### config.mk
export PLATFORM = sky130hd
export DESIGN_NAME = angle_out_port
export DESIGN_NICKNAME = d
export VERILOG_FILES = /design/src/rtl/angle_out_pkg.sv /design/src/rtl/upd_park.sv /design/src/rtl/busy_seq.sv /design/src/rtl/angle_hold.sv /design/src/rtl/byte_drv.sv /design/src/rtl/angle_out_port.sv
export SDC_FILE = /design/constraint.sdc
export NUM_CORES = 1
export LEC_CHECK = 0
export BUFFER_PORTS_ARGS = -buffer_cell sky130_fd_sc_hd__buf_2
export CORE_ASPECT_RATIO = 0.5
export CORE_MARGIN = 2
export CORE_UTILIZATION = 40
export DETAILED_ROUTE_END_ITERATION = 6
export HOLD_SLACK_MARGIN = 0.08
export PLACE_DENSITY = 0.62
export SKIP_CTS_REPAIR_TIMING = 1
export SLEW_MARGIN = 20
export SYNTH_ARGS = -nofsm -noshare
export SYNTH_HDL_FRONTEND = slang
export SYNTH_SLANG_ARGS = --single-unit
### constraint.sdc
create_clock -name clk -period 2.1 [get_ports clk]
set_clock_uncertainty 0.1 [all_clocks]
set_input_delay 0.21 -clock clk [delete_from_list [all_inputs] [get_ports clk]]
set_output_delay 0.21 -clock clk [all_outputs]
set_load 0.02 [all_outputs]
### src/rtl/angle_out_pkg.sv
// Package: shared helpers for the angle output port.
// Assumes timing parameters are given in whole nanoseconds and the clock in MHz.
package angle_out_pkg;

    // Round a duration in ns up to whole clock cycles at the given clock rate.
    function automatic int ns_to_cyc(input int ns, input int clk_mhz);
        return (ns * clk_mhz + 999) / 1000;
    endfunction

    // Sequencer phase.
    typedef enum logic {
        PH_IDLE = 1'b0,
        PH_PULSE = 1'b1
    } phase_t;

endpackage

### src/rtl/upd_park.sv
// Module: one-deep parking slot for updates that arrive while a pulse runs.
// Assumes 'consume' is only raised when the sequencer starts a pulse from idle.
module upd_park #(
    parameter int W = 16
) (
    input  logic         clk,
    input  logic         rst_n,
    input  logic         upd,
    input  logic [W-1:0] ang,
    input  logic         pulsing,
    input  logic         consume,
    output logic         held_v,
    output logic [W-1:0] held_ang
);
    // Park the latest in-pulse update; clear when the sequencer takes it.
    always_ff @(posedge clk) begin
        if (!rst_n) begin
            held_v   <= 1'b0;
            held_ang <= '0;
        end else if (pulsing && upd) begin
            held_v   <= 1'b1;
            held_ang <= ang;
        end else if (consume) begin
            held_v   <= 1'b0;
        end
    end
endmodule

### src/rtl/busy_seq.sv
// Module: busy pulse sequencer. Starts a pulse from idle on a fresh or parked
// update, raises a one-cycle load strobe DLY_CYC edges after busy rises and
// ends the pulse after BUSY_CYC cycles. Assumes 0 < DLY_CYC < BUSY_CYC.
module busy_seq
    import angle_out_pkg::*;
#(
    parameter int W        = 16,
    parameter int BUSY_CYC = 50,
    parameter int DLY_CYC  = 5
) (
    input  logic         clk,
    input  logic         rst_n,
    input  logic         upd,
    input  logic [W-1:0] ang,
    input  logic         held_v,
    input  logic [W-1:0] held_ang,
    output logic         busy,
    output logic         start,
    output logic         load,
    output logic [W-1:0] staged
);
    localparam int CW = $clog2(BUSY_CYC + 1);
    localparam logic [CW-1:0] LAST_CNT = CW'(BUSY_CYC - 1);
    localparam logic [CW-1:0] LOAD_CNT = CW'(DLY_CYC - 1);

    phase_t        ph_q;
    logic [CW-1:0] cnt_q;

    // Start condition: idle and either a new or a parked update is present.
    assign start = (ph_q == PH_IDLE) && (upd || held_v);
    // Load strobe: the edge DLY_CYC cycles after busy went high.
    assign load  = (ph_q == PH_PULSE) && (cnt_q == LOAD_CNT);
    assign busy  = (ph_q == PH_PULSE);

    // Phase, cycle count and staged angle for the running pulse.
    always_ff @(posedge clk) begin
        if (!rst_n) begin
            ph_q   <= PH_IDLE;
            cnt_q  <= '0;
            staged <= '0;
        end else if (start) begin
            ph_q   <= PH_PULSE;
            cnt_q  <= '0;
            staged <= upd ? ang : held_ang;
        end else if (ph_q == PH_PULSE) begin
            cnt_q <= cnt_q + 1'b1;
            if (cnt_q == LAST_CNT) begin
                ph_q <= PH_IDLE;
            end
        end
    end
endmodule

### src/rtl/angle_hold.sv
// Module: output holding register. Copies the staged angle on the load strobe
// unless frozen; never changes at any other time.
module angle_hold #(
    parameter int W = 16
) (
    input  logic         clk,
    input  logic         rst_n,
    input  logic         load,
    input  logic         freeze,
    input  logic [W-1:0] staged,
    output logic [W-1:0] held
);
    // Take the staged angle only at an unfrozen load point.
    always_ff @(posedge clk) begin
        if (!rst_n) begin
            held <= '0;
        end else if (load && !freeze) begin
            held <= staged;
        end
    end
endmodule

### src/rtl/byte_drv.sv
// Module: one byte lane of the read port. The output-enable flag stands in for
// a three-state driver; a disabled lane shows zeros.
module byte_drv #(
    parameter int W   = 16,
    parameter int IDX = 0
) (
    input  logic [W-1:0] word,
    input  logic         en,
    output logic [7:0]   data,
    output logic         oe
);
    // Select this lane's byte and gate it with the enable.
    always_comb begin
        oe   = en;
        data = en ? word[IDX*8 +: 8] : 8'h00;
    end
endmodule

### src/rtl/angle_out_port.sv
// Module: top of the inhibit-latched angle output port. Feeds tracker updates
// through a busy pulse sequencer into a freezable holding register, read as
// two enabled byte lanes. Assumes ANGLE_W is 16 (two lanes) and trk_update is
// a one-cycle strobe.
module angle_out_port
    import angle_out_pkg::*;
#(
    parameter int ANGLE_W  = 16,
    parameter int CLK_MHZ  = 100,
    parameter int BUSY_NS  = 500,
    parameter int DLY_NS   = 50,
    parameter int VALID_NS = 200
) (
    input  logic               clk,
    input  logic               rst_n,
    input  logic               trk_update,
    input  logic [ANGLE_W-1:0] trk_angle,
    input  logic               freeze,
    input  logic               en_msb,
    input  logic               en_lsb,
    output logic               busy,
    output logic [7:0]         msb_data,
    output logic               msb_oe,
    output logic [7:0]         lsb_data,
    output logic               lsb_oe
);
    localparam int BUSY_CYC  = ns_to_cyc(BUSY_NS, CLK_MHZ);
    localparam int DLY_CYC   = ns_to_cyc(DLY_NS, CLK_MHZ);
    localparam int VALID_CYC = ns_to_cyc(VALID_NS, CLK_MHZ);
    localparam int LANES     = ANGLE_W / 8;

    logic               held_v;
    logic [ANGLE_W-1:0] held_ang;
    logic               start;
    logic               load;
    logic [ANGLE_W-1:0] staged;
    logic [ANGLE_W-1:0] held;
    logic [LANES-1:0]   lane_en;
    logic [7:0]         lane_data [LANES];
    logic [LANES-1:0]   lane_oe;

    upd_park #(.W(ANGLE_W)) u_park (
        .clk(clk), .rst_n(rst_n), .upd(trk_update), .ang(trk_angle),
        .pulsing(busy), .consume(start), .held_v(held_v), .held_ang(held_ang)
    );

    busy_seq #(.W(ANGLE_W), .BUSY_CYC(BUSY_CYC), .DLY_CYC(DLY_CYC)) u_seq (
        .clk(clk), .rst_n(rst_n), .upd(trk_update), .ang(trk_angle),
        .held_v(held_v), .held_ang(held_ang), .busy(busy), .start(start),
        .load(load), .staged(staged)
    );

    angle_hold #(.W(ANGLE_W)) u_hold (
        .clk(clk), .rst_n(rst_n), .load(load), .freeze(freeze),
        .staged(staged), .held(held)
    );

    // Lane enables: lane 0 is the low byte, the top lane the high byte.
    assign lane_en = {en_msb, en_lsb};

    for (genvar g = 0; g < LANES; g++) begin : g_lane
        byte_drv #(.W(ANGLE_W), .IDX(g)) u_lane (
            .word(held), .en(lane_en[g]), .data(lane_data[g]), .oe(lane_oe[g])
        );
    end

    // Map the lanes onto the named byte ports.
    assign msb_data = lane_data[LANES-1];
    assign msb_oe   = lane_oe[LANES-1];
    assign lsb_data = lane_data[0];
    assign lsb_oe   = lane_oe[0];
endmodule

==> results by group <==
Worst hold path
  – Hold Crit Start: trk_angle[2]
  – HP Class: in2reg

Pwr
  – Register share of total power: 52.1%
  – Power density cells: 778 nW/um^2
  – Switching Share: around a quarter
  – Clk pwr share: approximately 37%
  – Int Power: 1.67 mW
  – P_sw: 0.557 mW
  – Worst vdd ir: 0.000339 V
  – Total leakage power: 1.32 nW
  – Combinational power share: 10.6%

Routing
  – WL/cell: approximately 12 microns
  – Met2 wire length: ~1900 microns
  – Routed Antenna Nets: 0
  – M1 wire length: 2580 microns
  – Top sig layer: met4
  – DR vias: 1797
  – Met3 Wirelength: 226 microns
  – Drt first pass iters: 4
  – 1st-iter DRT viols: 70
  – Vias per cell: roughly 4.6
  – Residual DRC count: 0
  – Final WL: 4710 microns

Worst setup path
  – Element type at the critical path end: register
  – Reg2reg path depth: 3
  – R2R Path End: u_seq.staged[6]$_SDFFE_PN0P_
  – CP arrival: around 1800 ps
  – CP startpoint kind: register
  – Crit-path max FO: 33
  – Critical Path Sink: u_seq.staged[6]$_SDFFE_PN0P_
  – CP startpoint: u_seq.busy$_SDFF_PN0_
  – Slack of the worst reg-to-reg path: between 400 and 500 ps
  – Critical Path RT: about 2200 ps
  – Worst r2r src: u_seq.busy$_SDFF_PN0_
  – Crit path kind: reg2reg

Job
  – Maxcap violations: 0

STA
  – Fin. Hold Viols: 0
  – Setup TNS: 0 ps
  – RSZ-0062 raised after global routing: no
  – Final setup fails: 0
  – Headroom to the max-slew limit: between 50% and 60%
  – Slew Viols, Final: 0
  – Final min period: 1660 ps
  – FMAX: between 600 and 700 MHz
  – Worst-margin pin slew: between 600 and 700 ps
  – Setup WS post-layout: around 440 ps
  – Fin crit share: about 80%

Synthesis
  – Syn Std Cell Area: 2470 sq um
  – Register area share after synthesis: 45.3%
  – Yosys Warn Count: 0
  – Cells after synthesis: 271
  – Mapped Nets: approximately 300
  – Syn Area/Cell: about 9 sq um
  – Register bit count reported by yosys: 56
  – Number of library cell types mapped by synthesis: 26

Floorplanning
  – Die Width: 115 microns
  – Die Area: 6870 sq um
  – Core Rows: 20
  – Starting Density: slightly above 40%
  – Area of the core: slightly above 6000 sq um
  – Die height: ~60 microns
  – Top-Level Pins: 41

Layout
  – Share of cells above drive strength 1: between 10% and 20%
  – Commonest non-fill, non-tap cell in the layout: nand2_1
  – Layout area overhead: 15.7%
  – Filler instances: 580
  – Ant diodes: 0
  – Commonest cells after routing, fill and taps aside: 85 x nand2_1, 56 x dfxtp_1, 40 x buf_2
  – Layout Nets: between 300 and 400

Global route
  – Largest net degree at the start of global routing: 37
  – Initial antenna violation count: 0
  – Global-route wire length before repair: 7760 microns
  – Total gr overflow: 0
  – Gr usage total: 14.6%
  – Vias in the first global route: ~1.7k

Clock network
  – Num CTS Buffers: 5
  – CTS Buffer Depth: 2
  – Clock-pin slew on the worst setup and hold paths: 70 ps
  – TritonCTS clock tree: done
  – Clk_lat worst skew: between 200 and 300 ps
  – Number of H-tree levels: 2
  – Clock sink count: 56
  – Root Driver: clkbuf_16

Placed design
  – GP Congestion: approximately 0.72
  – I/O Buffers: 40
  – DP Wirelength: 3450 microns
  – Pre-CTS setup slack: roughly 420 ps

Status
  – Status: finished clean
==> metal layers <==
| layer | GRT usage [%] | up-vias |
|---|---|---|
| met2 | 21.7 | 29 |
| met5 | 0 | - |
| li1 | - | 966 |
| met4 | 4.13 | 0 |
| met3 | 4.19 | 5 |
| met1 | 20.8 | 797 |
==> worst min-delay path by stage <==
stage	slack [ps]	cells after the start	to
final	80	3	u_park.held_ang[2]$_SDFFE_PN0P_
after global routing	80	3	u_park.held_ang[12]$_SDFFE_PN0P_
after CTS	70	3	u_park.held_ang[5]$_SDFFE_PN0P_
after detailed placement	340	2	u_hold.held[4]$_SDFFE_PN0P_
after global placement	340	2	u_park.held_ang[5]$_SDFFE_PN0P_
after floorplan	240	2	u_park.held_ang[5]$_SDFFE_PN0P_
==> power by group through the flow <==
stage | Clock (mW) | Sequential [mW] | Combinational [mW]
6_report | 0.830 | 1.16 | 0.236
5_1_grt | 0.905 | 1.17 | 0.267
4_1_cts | 0.855 | 1.16 | 0.240
3_5_place_dp | 0 | 1.19 | 0.240
3_3_place_gp | 0 | 1.18 | 0.229
2_1_floorplan | 0 | 1.17 | 0.186
==> critical path, cell delays in order (launching register included) <==
cell and delay, ps:
dfxtp_1 440, o21ba_2 690, nand2_1 160, o211a_1 160
==> cells by family (layout without fill, tap and decap cells) <==
family	after synthesis	after routing	share of synthesized area, %
xor+xnor	4	4	1.42
buf+inv	22	54	4.50
flops	56	56	45.3
simple gates	116	116	21.3
compound gates	37	37	12.5
mux	33	33	13.4
fa+ha+maj	3	3	1.52
==> cell type report <==
| type | instances | area, sq um | share of cell area, % |
|---|---|---|---|
| Inverter | 2 | 7.51 | 0.262 |
| Timing Repair Buffer | 44 | 230 | 8.04 |
| Multi-Input combinational cell | 193 | 1240 | 43.4 |
| Clock buffer | 5 | 125 | 4.37 |
| Sequential cell | 56 | 1120 | 39.2 |
| Tap cell | 88 | 110 | 3.85 |
| Clock inverter | 3 | 27.5 | 0.962 |
==> flip-flops by register name (all words and copies together) (netlist names) <==
| signal | count |
|---|---|
| u_park.held_ang | 16 |
| u_park.held_v | 1 |
| u_seq.cnt_q | 6 |
| u_seq.busy | 1 |
| u_seq.staged | 16 |
| u_hold.held | 16 |
==> through the flow <==
step | hold slack (ps) | utilization [%] | total power [mW] | instances | cell area, sq um
3_5_place_dp | 342 | 44.9 | 1.43 | 383 | 2710
2_1_floorplan | 245 | - | 1.36 | 271 | 2470
4_1_cts | 67.0 | 47.5 | 2.26 | 391 | 2860
6_report | 75.4 | 47.5 | 2.23 | 391 | 2860
3_3_place_gp | 339 | 44.9 | 1.41 | 383 | 2710
5_1_grt | 84.1 | 47.5 | 2.34 | 391 | 2860
==> cells in the mapped netlist <==
library cell  instances  share of area [%]
nand2_1              85                 13
dfxtp_1              56                 45
mux2i_1              33                 13
and2_1               17                4.3
o211a_1              16                6.5
a21boi_0             15                4.6
clkbuf_1             10                1.5
nor2_1                8                1.2
buf_2                 5                1.0
ha_1                  3                1.5
xor2_1                3                1.1
buf_4                 2               0.61
buf_6                 2               0.91
inv_1                 2               0.30
nand4_1               2               0.51
o21ai_0               2               0.40
a21boi_1              1               0.30
a21oi_1               1               0.20
and4_1                1               0.35
buf_1                 1               0.15
nand4b_4              1               0.96
nor4_4                1               0.86
o21ai_1               1               0.20
o21ba_2               1               0.40
or3_1                 1               0.25
xnor2_1               1               0.35
No activity file was read; power rests on OpenSTA's default activity.
